===== config.mk =====
export PLATFORM = sky130hd
export DESIGN_NAME = ide_card_glue
export DESIGN_NICKNAME = d
export VERILOG_FILES = /design/src/rtl/ide_glue_pkg.sv /design/src/rtl/glue_addr_decode.sv /design/src/rtl/glue_irq_ctrl.sv /design/src/rtl/glue_dma_steer.sv /design/src/rtl/ide_card_glue.sv
export SDC_FILE = /design/constraint.sdc
export NUM_CORES = 1
export LEC_CHECK = 0
export ABC_AREA = 1
export CAP_MARGIN = 30
export CORE_ASPECT_RATIO = 1.4
export CORE_MARGIN = 3
export CORE_UTILIZATION = 33
export CTS_CLUSTER_DIAMETER = 60
export DETAILED_ROUTE_END_ITERATION = 8
export GPL_TIMING_DRIVEN = 1
export HOLD_SLACK_MARGIN = 0.15
export PLACE_DENSITY = 0.84
export SLEW_MARGIN = 5
export SYNTH_ARGS = -nofsm -noshare
export SYNTH_HDL_FRONTEND = slang
export SYNTH_SLANG_ARGS = --single-unit

===== constraint.sdc =====
create_clock -name clk_i -period 1.9 [get_ports clk_i]
set_input_delay 0.38 -clock clk_i [delete_from_list [all_inputs] [get_ports clk_i]]
set_output_delay 0.38 -clock clk_i [all_outputs]
set_load 0.02 [all_outputs]

===== src/rtl/ide_glue_pkg.sv =====
package ide_glue_pkg;
  localparam int AW  = 14;
  localparam int DW  = 8;
  localparam int NCH = 2;
  localparam int SW  = $clog2(NCH);
  localparam int IW  = 3;

  localparam logic [AW-1:0] CFG_ADDR   = 14'h0000;
  localparam logic [AW-1:0] IDENT_BASE = 14'h2280;
  localparam logic [11:0]   OFF_IEN    = 12'h200;
  localparam logic [11:0]   OFF_STAT   = 12'h290;
  localparam logic [11:0]   OFF_CTL    = 12'h380;
  localparam int            CFG_FAST_BIT = 5;
  localparam int            CFG_SEL_BIT  = 0;
  localparam logic [3:0]    CARD_ID      = 4'd3;

  typedef enum logic [2:0] {
    ACC_NONE, ACC_CFG, ACC_IDENT, ACC_TF, ACC_CTL, ACC_IEN, ACC_STAT
  } acc_e;

  typedef struct packed {
    acc_e          kind;
    logic [SW-1:0] ch;
    logic [IW-1:0] idx;
    logic [1:0]    id_bit;
  } dec_t;
endpackage


===== src/rtl/glue_addr_decode.sv =====
module glue_addr_decode
  import ide_glue_pkg::*;
(
  input  logic          clk_i,
  input  logic          rst_ni,
  input  logic          req_i,
  input  logic [AW-1:0] addr_i,
  input  logic          fast_i,
  output dec_t          dec_o
);
  logic [11:0] off;
  assign off = addr_i[11:0];

  always_comb begin
    dec_o        = '0;
    dec_o.kind   = ACC_NONE;
    if (req_i) begin
      if (addr_i == CFG_ADDR) begin
        dec_o.kind = ACC_CFG;
      end else if (!fast_i) begin
        if (addr_i[AW-1:4] == IDENT_BASE[AW-1:4] && addr_i[1:0] == 2'b00) begin
          dec_o.kind   = ACC_IDENT;
          dec_o.id_bit = addr_i[3:2];
        end
      end else if (addr_i[AW-1]) begin
        dec_o.ch = addr_i[12];
        if (off[11:9] == 3'b000 && off[5:0] == 6'd0) begin
          dec_o.kind = ACC_TF;
          dec_o.idx  = off[8:6];
        end else if (off == OFF_IEN) begin
          dec_o.kind = ACC_IEN;
        end else if (off == OFF_STAT) begin
          dec_o.kind = ACC_STAT;
        end else if (off == OFF_CTL) begin
          dec_o.kind = ACC_CTL;
        end
      end
    end
  end

  // identity space and channel space never decode together
  a_r10_ident_closed_only: assert property (@(posedge clk_i) disable iff (!rst_ni)
    (dec_o.kind == ACC_IDENT) |-> !fast_i);
  a_r10_chan_open_only: assert property (@(posedge clk_i) disable iff (!rst_ni)
    (dec_o.kind inside {ACC_TF, ACC_CTL, ACC_IEN, ACC_STAT}) |-> fast_i);
endmodule


===== src/rtl/glue_irq_ctrl.sv =====
module glue_irq_ctrl
  import ide_glue_pkg::*;
(
  input  logic           clk_i,
  input  logic           rst_ni,
  input  logic [NCH-1:0] set_i,
  input  logic [NCH-1:0] clr_i,
  input  logic [NCH-1:0] drv_irq_i,
  output logic [NCH-1:0] en_o,
  output logic           irq_o
);
  for (genvar c = 0; c < NCH; c++) begin : g_en
    always_ff @(posedge clk_i or negedge rst_ni) begin
      if (!rst_ni)       en_o[c] <= 1'b0;
      else if (set_i[c]) en_o[c] <= 1'b1;
      else if (clr_i[c]) en_o[c] <= 1'b0;
    end

    a_r6_set: assert property (@(posedge clk_i) disable iff (!rst_ni)
      set_i[c] |=> en_o[c]);
    a_r7_clr: assert property (@(posedge clk_i) disable iff (!rst_ni)
      (clr_i[c] && !set_i[c]) |=> !en_o[c]);
  end

  always_ff @(posedge clk_i or negedge rst_ni) begin
    if (!rst_ni) irq_o <= 1'b0;
    else         irq_o <= |(en_o & drv_irq_i);
  end

  // enables move only on a set or clear strobe
  a_r8_hold: assert property (@(posedge clk_i) disable iff (!rst_ni)
    (set_i == '0 && clr_i == '0) |=> $stable(en_o));
  // interrupt rises only when some enable was held
  a_r9_needs_en: assert property (@(posedge clk_i) disable iff (!rst_ni)
    $rose(irq_o) |-> $past(en_o != '0));
endmodule


===== src/rtl/glue_dma_steer.sv =====
module glue_dma_steer
  import ide_glue_pkg::*;
(
  input  logic           clk_i,
  input  logic           rst_ni,
  input  logic [SW-1:0]  sel_i,
  input  logic [NCH-1:0] dma_req_i,
  input  logic           dma_ack_i,
  output logic           dma_req_o,
  output logic [NCH-1:0] dma_ack_o
);
  assign dma_req_o = dma_req_i[sel_i];

  for (genvar c = 0; c < NCH; c++) begin : g_ack
    assign dma_ack_o[c] = dma_ack_i && (sel_i == SW'(c));
  end

  // at most one channel is acknowledged
  a_r11_one_ack: assert property (@(posedge clk_i) disable iff (!rst_ni)
    $onehot0(dma_ack_o));
  a_r11_ack_src: assert property (@(posedge clk_i) disable iff (!rst_ni)
    (dma_ack_o != '0) |-> dma_ack_i);
endmodule


===== src/rtl/ide_card_glue.sv =====
module ide_card_glue
  import ide_glue_pkg::*;
(
  input  logic           clk_i,
  input  logic           rst_ni,
  input  logic           hreq_i,
  input  logic           hwe_i,
  input  logic [AW-1:0]  haddr_i,
  input  logic [DW-1:0]  hwdata_i,
  output logic [DW-1:0]  hrdata_o,
  output logic [NCH-1:0] tf_cs_o,
  output logic [NCH-1:0] ctl_cs_o,
  output logic [IW-1:0]  tf_idx_o,
  output logic           tf_rd_o,
  output logic           tf_wr_o,
  output logic [DW-1:0]  tf_wdata_o,
  input  logic [DW-1:0]  tf_rdata_i,
  input  logic [NCH-1:0] drv_irq_i,
  output logic           irq_o,
  input  logic [NCH-1:0] dma_req_i,
  output logic           dma_req_o,
  input  logic           dma_ack_i,
  output logic [NCH-1:0] dma_ack_o
);
  logic          cfg_fast_q;
  logic [SW-1:0] cfg_sel_q;
  dec_t          dec;
  logic [NCH-1:0] ien_set, ien_clr, ien;
  logic          drv_acc;

  glue_addr_decode i_dec (
    .clk_i, .rst_ni,
    .req_i (hreq_i),
    .addr_i(haddr_i),
    .fast_i(cfg_fast_q),
    .dec_o (dec)
  );

  always_ff @(posedge clk_i or negedge rst_ni) begin
    if (!rst_ni) begin
      cfg_fast_q <= 1'b0;
      cfg_sel_q  <= '0;
    end else if (dec.kind == ACC_CFG && hwe_i) begin
      cfg_fast_q <= hwdata_i[CFG_FAST_BIT];
      cfg_sel_q  <= hwdata_i[CFG_SEL_BIT +: SW];
    end
  end

  for (genvar c = 0; c < NCH; c++) begin : g_ch
    logic hit;
    assign hit         = (dec.ch == SW'(c));
    assign tf_cs_o[c]  = (dec.kind == ACC_TF)  && hit;
    assign ctl_cs_o[c] = (dec.kind == ACC_CTL) && hit;
    assign ien_set[c]  = (dec.kind == ACC_IEN) && hit && hwe_i;
    assign ien_clr[c]  = (dec.kind == ACC_IEN) && hit && !hwe_i;
  end

  assign drv_acc    = (dec.kind == ACC_TF) || (dec.kind == ACC_CTL);
  assign tf_idx_o   = dec.idx;
  assign tf_rd_o    = drv_acc && !hwe_i;
  assign tf_wr_o    = drv_acc && hwe_i;
  assign tf_wdata_o = hwdata_i;

  always_comb begin
    hrdata_o = '0;
    if (!hwe_i) begin
      unique case (dec.kind)
        ACC_CFG: begin
          hrdata_o[CFG_FAST_BIT]       = cfg_fast_q;
          hrdata_o[CFG_SEL_BIT +: SW]  = cfg_sel_q;
        end
        ACC_IDENT:       hrdata_o[0] = CARD_ID[dec.id_bit];
        ACC_STAT:        hrdata_o[0] = drv_irq_i[dec.ch];
        ACC_TF, ACC_CTL: hrdata_o    = tf_rdata_i;
        default:         hrdata_o    = '0;
      endcase
    end
  end

  glue_irq_ctrl i_irq (
    .clk_i, .rst_ni,
    .set_i    (ien_set),
    .clr_i    (ien_clr),
    .drv_irq_i(drv_irq_i),
    .en_o     (ien),
    .irq_o    (irq_o)
  );

  glue_dma_steer i_dma (
    .clk_i, .rst_ni,
    .sel_i    (cfg_sel_q),
    .dma_req_i(dma_req_i),
    .dma_ack_i(dma_ack_i),
    .dma_req_o(dma_req_o),
    .dma_ack_o(dma_ack_o)
  );

  // closed window drives no drive-side select
  a_r10_no_cs_closed: assert property (@(posedge clk_i) disable iff (!rst_ni)
    !cfg_fast_q |-> (tf_cs_o == '0 && ctl_cs_o == '0 && !tf_rd_o && !tf_wr_o));
  // config write lands in the window bit
  a_r3_cfg_write: assert property (@(posedge clk_i) disable iff (!rst_ni)
    (hreq_i && hwe_i && haddr_i == CFG_ADDR) |=> cfg_fast_q == $past(hwdata_i[CFG_FAST_BIT]));
  // at most one drive-side select at a time
  a_r4_one_cs: assert property (@(posedge clk_i) disable iff (!rst_ni)
    $onehot0({tf_cs_o, ctl_cs_o}));
endmodule


Yosys cells after proc, flatten, opt, wreduce, memory -nomap -nowiden

Cells that the tools add are included.

Bitwise gates (word level): 3
Reduce and logical (&&, ||, !) cells: 27
Magnitude comparators: 3
Muxes and demuxes: 29
Equality and inequality tests: 10

Operators with widths:

| operator                                                    | count |
|---|---|
| equality test 12 x 10 -> 1 bit (second input constant)      | 3 |
| 2-to-1 mux 3 bit                                            | 7 |
| logical AND 1 bit                                           | 17 |
| logical NOT 14 bit                                          | 1 |
| equality test 10 bit (second input constant)                | 1 |
| equality test 3 bit (second input constant)                 | 3 |
| 2-to-1 mux 1 bit                                            | 9 |
| 2-to-1 mux 9 bit                                            | 1 |
| 2-to-1 mux 2 bit                                            | 4 |
| 2-to-1 mux 4 bit                                            | 2 |
| 2-to-1 mux 8 bit                                            | 1 |
| 2-to-1 mux 7 bit                                            | 1 |
| equality test 3 x 2 -> 1 bit (second input constant)        | 2 |
| logical NOT 6 bit                                           | 1 |
| 2-to-1 mux 6 bit                                            | 1 |
| less-than comparator 1 x 2 -> 1 bit (second input constant) | 2 |
| case mux 1 bit (4 select lines)                             | 1 |
| nonzero test 2 bit                                          | 2 |
| OR reduction 2 bit                                          | 2 |
| equality test 3 x 1 -> 1 bit (second input constant)        | 1 |
| logical NOT 3 bit                                           | 1 |
| less-than comparator 2 x 3 -> 1 bit (second input constant) | 1 |
| AND 2 bit                                                   | 1 |
| binary-select mux 1 bit (select 2 bit)                      | 1 |
| other kinds (5)                                             | 6 |

Output and inout bits: 29
Word-level logic and storage cells: 77
Flip-flop bits (word level): 5
Input port bits: 39

Longest topological paths before layout

Word-level depth: 14
Gate-level depth with buffers: 15
Gate-level depth less buffers: 15

Hierarchy

From an unflattened synthesis, not the netlist that was laid out.

Cells, all modules: 153
Area, all modules: 838.3 um^2

Modules (own cells, without submodules):

| module           | cells each | area an instance (um^2) | times used | sequential area each (um^2) |
|---|---|---|---|---|
| ide_card_glue    | 67         | 389.1                   | 1          | 50.0 |
| glue_addr_decode | 64         | 302.8                   | 1          | 0.0 |
| glue_irq_ctrl    | 14         | 116.4                   | 1          | 75.1 |
| glue_dma_steer   | 8          | 30.0                    | 1          | 0.0 |

Worst setup path after synthesis

OpenSTA, ideal clock, no wires.

Path type: input port to output port
Start: input port haddr_i[3]
End: output port hrdata_o[0]
Cell stages on the path: 13
Path buffers: 0
Path slack: -0.138 ns
Arrival: 1.658 ns
Path through: nor2_1 > nand2_2 > nor2_4 > nand2_2 > nand2_2 > nand2_2 > nand2_2 > nand2_4 > nor2_4 > nand2_4 > nand2_4 > nand2_1 > a21oi_1

Cells in the longest elaborated chain, start to end: 13
Elaborated cells on any way between the ends: 29
Classes of those cells: eq/ne: 8; mux: 17; reduce/logical: 4

Ends and longest elaborated chain:

| what                                                                | line                   | source |
|---|---|---|
| from (decl)                                                         | ide_card_glue.sv:8     | `input logic [AW-1:0] haddr_i,` |
| equality test 12 x 10 -> 1 bit                                      | glue_addr_decode.sv:34 | `end else if (off == OFF_CTL) begin` |
| 2-to-1 mux 3 bit                                                    | glue_addr_decode.sv:34 |  |
| 2-to-1 mux 3 bit                                                    | glue_addr_decode.sv:32 | `end else if (off == OFF_STAT) begin` |
| 2-to-1 mux 3 bit                                                    | glue_addr_decode.sv:30 | `end else if (off == OFF_IEN) begin` |
| 2-to-1 mux 3 bit                                                    | glue_addr_decode.sv:27 | `if (off[11:9] == 3'b000 && off[5:0] == 6'd0) begin` |
| 2-to-1 mux 7 bit                                                    | glue_addr_decode.sv:25 | `end else if (addr_i[AW-1]) begin` |
| 2-to-1 mux 3 bit                                                    | glue_addr_decode.sv:20 | `end else if (!fast_i) begin` |
| 2-to-1 mux 3 bit                                                    | glue_addr_decode.sv:18 | `if (addr_i == CFG_ADDR) begin` |
| 2-to-1 mux 9 bit (*)                                                | glue_addr_decode.sv:17 | `if (req_i) begin` |
| equality test 3 bit or equality test 3 x 2 -> 1 bit (tied branches) | ide_card_glue.sv:67    | `unique case (dec.kind)` |
| OR reduction 2 bit                                                  | ide_card_glue.sv:67    |  |
| case mux 1 bit (4 select lines) (*)                                 | ide_card_glue.sv:67    |  |
| 2-to-1 mux 8 bit (*)                                                | ide_card_glue.sv:66    | `if (!hwe_i) begin` |
| to (decl)                                                           | ide_card_glue.sv:10    | `output logic [DW-1:0] hrdata_o,` |

Mark *: on every way between the ends. The rest lies on a longest branch, timed or not. The select of a mux whose other input is x is not followed.

Final worst setup path

Start: input port haddr_i[5]
End: output port tf_wr_o

Cells in the longest elaborated chain, start to end: 12
Elaborated cells on any way between the ends: 21
Classes of those cells: eq/ne: 6; mux: 9; reduce/logical: 6

Ends and longest elaborated chain:

| what                                                                | line                   | source |
|---|---|---|
| equality test 12 x 10 -> 1 bit                                      | glue_addr_decode.sv:34 |  |
| 2-to-1 mux 3 bit                                                    | glue_addr_decode.sv:34 |  |
| 2-to-1 mux 3 bit                                                    | glue_addr_decode.sv:32 |  |
| 2-to-1 mux 3 bit                                                    | glue_addr_decode.sv:30 |  |
| 2-to-1 mux 3 bit                                                    | glue_addr_decode.sv:27 |  |
| 2-to-1 mux 7 bit                                                    | glue_addr_decode.sv:25 |  |
| 2-to-1 mux 3 bit                                                    | glue_addr_decode.sv:20 |  |
| 2-to-1 mux 3 bit (*)                                                | glue_addr_decode.sv:18 |  |
| 2-to-1 mux 9 bit (*)                                                | glue_addr_decode.sv:17 |  |
| equality test 3 x 2 -> 1 bit or equality test 3 bit (tied branches) | ide_card_glue.sv:58    | `assign drv_acc = (dec.kind == ACC_TF) \|\| (dec.kind == ACC_CTL);` |
| logical OR 1 bit (*)                                                | ide_card_glue.sv:58    |  |
| logical AND 1 bit (*)                                               | ide_card_glue.sv:61    | `assign tf_wr_o = drv_acc && hwe_i;` |
| to (decl)                                                           | ide_card_glue.sv:15    | `output logic tf_wr_o,` |

Mark *: on every way between the ends. The rest lies on a longest branch, timed or not.

==> flow_metrics.tcl <==
set metrics [dict create \
    status "finished with violations" \
    violations "negative setup slack" \
    die_area_um2 3300 \
    fin_ws_ns -0.275 \
    viasPerCell 4.38 \
    path_cells "buf_6 > nor2_4 > inv_2 > nor2_4 > buf_4 > a21oi_2 > nand2_2 > clkinv_4 > nor2_4 > nand2_4 > buf_4 > a21oi_1 > buf_4" \
    r2r_cells 12 \
    htree_num_levels 1 \
    core_um2 2440 \
    clock_path_buffers 2 \
    fin_skew_ns 0.000939 \
    numCtsBuffers 3 \
    worst_pin_slew_ns 0.236 \
    dpl_cell_area_um2 1610 \
    setup_viol_count_final 14 \
    gp_congestion 0.825 \
    max_cap_violations 0 \
    finalCritPeriodShare_pct 114 \
    syn_area_um2 871 \
    critPathKind "primary input to primary output" \
    grt_overflow 0 \
    path_clk_slew_ns 0.04 \
    min_period_ns 2.17 \
    slowest_stage "buf_4" \
    drt.antenna.violating_nets 0 \
    max_freq_mhz 460 \
    grt_max_degree 8 \
    numClockSinks 5 \
    drv_slew 0 \
    final-instance-count-excl-fill 257 \
    peakVddDrop_uv 397 \
    grt_antenna_before_repair 0 \
    drive_gt1_share_pct 57.4 \
    worstPathRequired_ns 1.52 \
    hp-class "primary input to async pin" \
    grt_first_pass_wirelength_mm 4.64 \
    critPathTopFamily "buffers and inverters" \
    rsz0062_at_grt "yes" \
    row_count 21 \
    yosys_warnings 0 \
    drtPass1Iterations 4 \
    routed_wirelength_mm 2.95 \
    io_pins 68 \
    nets 263 \
    max_slew_margin_pct 84.2 \
    ys_seq_area_share_pct 14.4 \
    die_h_um 66.8 \
    startpoint_type "primary input" \
    grt_util_all_layers_pct 18.0 \
    grt_pass1_vias 1136 \
    powerDensity_nw_per_um2 214 \
    slowest_delay_ns 0.16 \
    ys_ff_latch 5 \
    r2r_start "cfg_fast_q$_DFFE_PN0P_" \
    drc 0 \
    avgSynthCellArea_um2 6.01 \
    synthToLayoutAreaGrowth_pct 104 \
    holdBufCountCts 0 \
    worst-path-buf-inv 6 \
    n_antenna_cell 0 \
    root_buffer "clkbuf_4" \
    syn_nets 184 \
    cp.arrival_ns 1.79 \
    start_util_pct 35.6 \
    dp_cells 247 \
    cts_tree "done" \
    r2r-end "i_irq.en_o[0]$_DFFE_PN0P_" \
    clkLatencyLatePin_ns 0.23 \
    post-route-util_pct 72.6 \
    synth.distinct_cells 22 \
    r2r_slack_ns 0.36 \
    dpl.hpwl_mm 2.23 \
    drt-wirelength-per-cell_um 11.5 \
    finalHoldViolCount 0 \
    fin_area_um2 1770 \
    cp_max_fo 4 \
    synthCells 145 \
    die_w_um 49.4 \
    cp-end-kind "primary output" \
    power_leakage_nw 0.914 \
    dr_total_vias 1125 \
    initialDrtViolationCount 11 \
    portBuffers 55 \
]
-- registers in the layout (all words and copies together), names as in the netlist --
signal,cells
cfg_sel_q,1
cfg_fast_q,1
i_irq.en_o,2
i_irq.irq_o,1
-- what timing repair did --
item / CTS / global route
setup endpoints to repair: 24 / 16
gates resized for setup: 180 / 19
buffers inserted: 3 / 3
pin swaps: 28 / 13
-- per-stage QoR --
step	total power [W]	TNS (ns)	hold slack [ns]	worst slack, ns
global route	0.000406	-4.76	0.372	-0.392
CTS	0.000379	-3.66	0.357	-0.326
global placement	0.000253	-17.84	0.485	-1.10
floorplan	0.000169	-0.312	0.0844	-0.0385
finish	0.000379	-3.14	0.360	-0.275
detailed placement	0.000254	-18.58	0.489	-1.14
-- report_power, final --
part,leakage [nW],switching [W],internal [W]
registers,0.0699,0.0000000309,0.000107
logic,0.829,0.0000682,0.0000871
clock network,0.0150,0.0000380,0.0000790
total,0.914,0.000106,0.000273
-- layout make-up --
class / count / area (um^2)
flip-flops and latches: 5 / 125
repair buffers: 82 / 721
fillers: 207 / 669
well taps: 34 / 42.5
multi-input cells: 103 / 731
inverters: 29 / 129
clock buffers: 4 / 26.3
-- how the worst max path moves through the flow --
stage	start	to	slack [ns]	cells past startpoint
after floorplan	haddr_i[1]	hrdata_o[1]	-0.04	13
after global placement	haddr_i[13]	hrdata_o[5]	-1.10	14
after detailed placement	haddr_i[13]	hrdata_o[5]	-1.14	14
after CTS	haddr_i[5]	hrdata_o[5]	-0.33	17
after global routing	haddr_i[8]	hrdata_o[3]	-0.39	15
final	haddr_i[5]	tf_wr_o	-0.27	13
-- kinds of logic (layout without fill, tap and decap cells) --
group	Yosys count	in the layout	share of synthesized area (%)
AO/OA/AOI/OAI	8	8	5.03
buffers and inverters	37	115	20.5
flip-flops	5	5	14.4
multiplexers	1	1	1.29
AND/OR/NAND/NOR	94	94	58.8
-- Yosys cell counts (all sizes together) --
library cell	count	area, um^2
a21oi	5	25.0
a22o	1	8.76
buf	8	60.1
clkinv	1	8.76
dfrtp	5	125
inv	28	110
mux2	1	11.3
nand2	45	236
nand3	8	52.6
nand4	2	12.5
nor2	32	163
nor3	6	41.3
o21ai	2	10.0
or2	1	6.26
-- per-layer routing --
layer	global-route usage [%]	up-vias	routed length (um)	share of wire [%]
met2	38.9	36	1790	61
met1	16.1	501	963	33
met5	0	-	0	0
met4	9.00	0	45	1.5
li1	-	584	-	-
met3	1.34	4	146	5.0
-- cell usage in the layout, fill, tap and decap left out, types with 2 or more instances in the layout --
master	count
a21oi_2	3
buf_2	8
buf_4	28
buf_6	19
clkbuf_2	2
clkbuf_4	3
clkdlybuf4s50_1	20
dfrtp_1	5
dlygate4sd2_1	4
inv_1	19
inv_2	7
nand2_1	24
nand2_2	12
nand2_4	8
nand3_1	6
nand4_1	2
nor2_1	6
nor2_2	13
nor2_4	13
nor3_1	3
nor3_2	2
o21ai_0	2
Power figures use the tool's default switching activity.
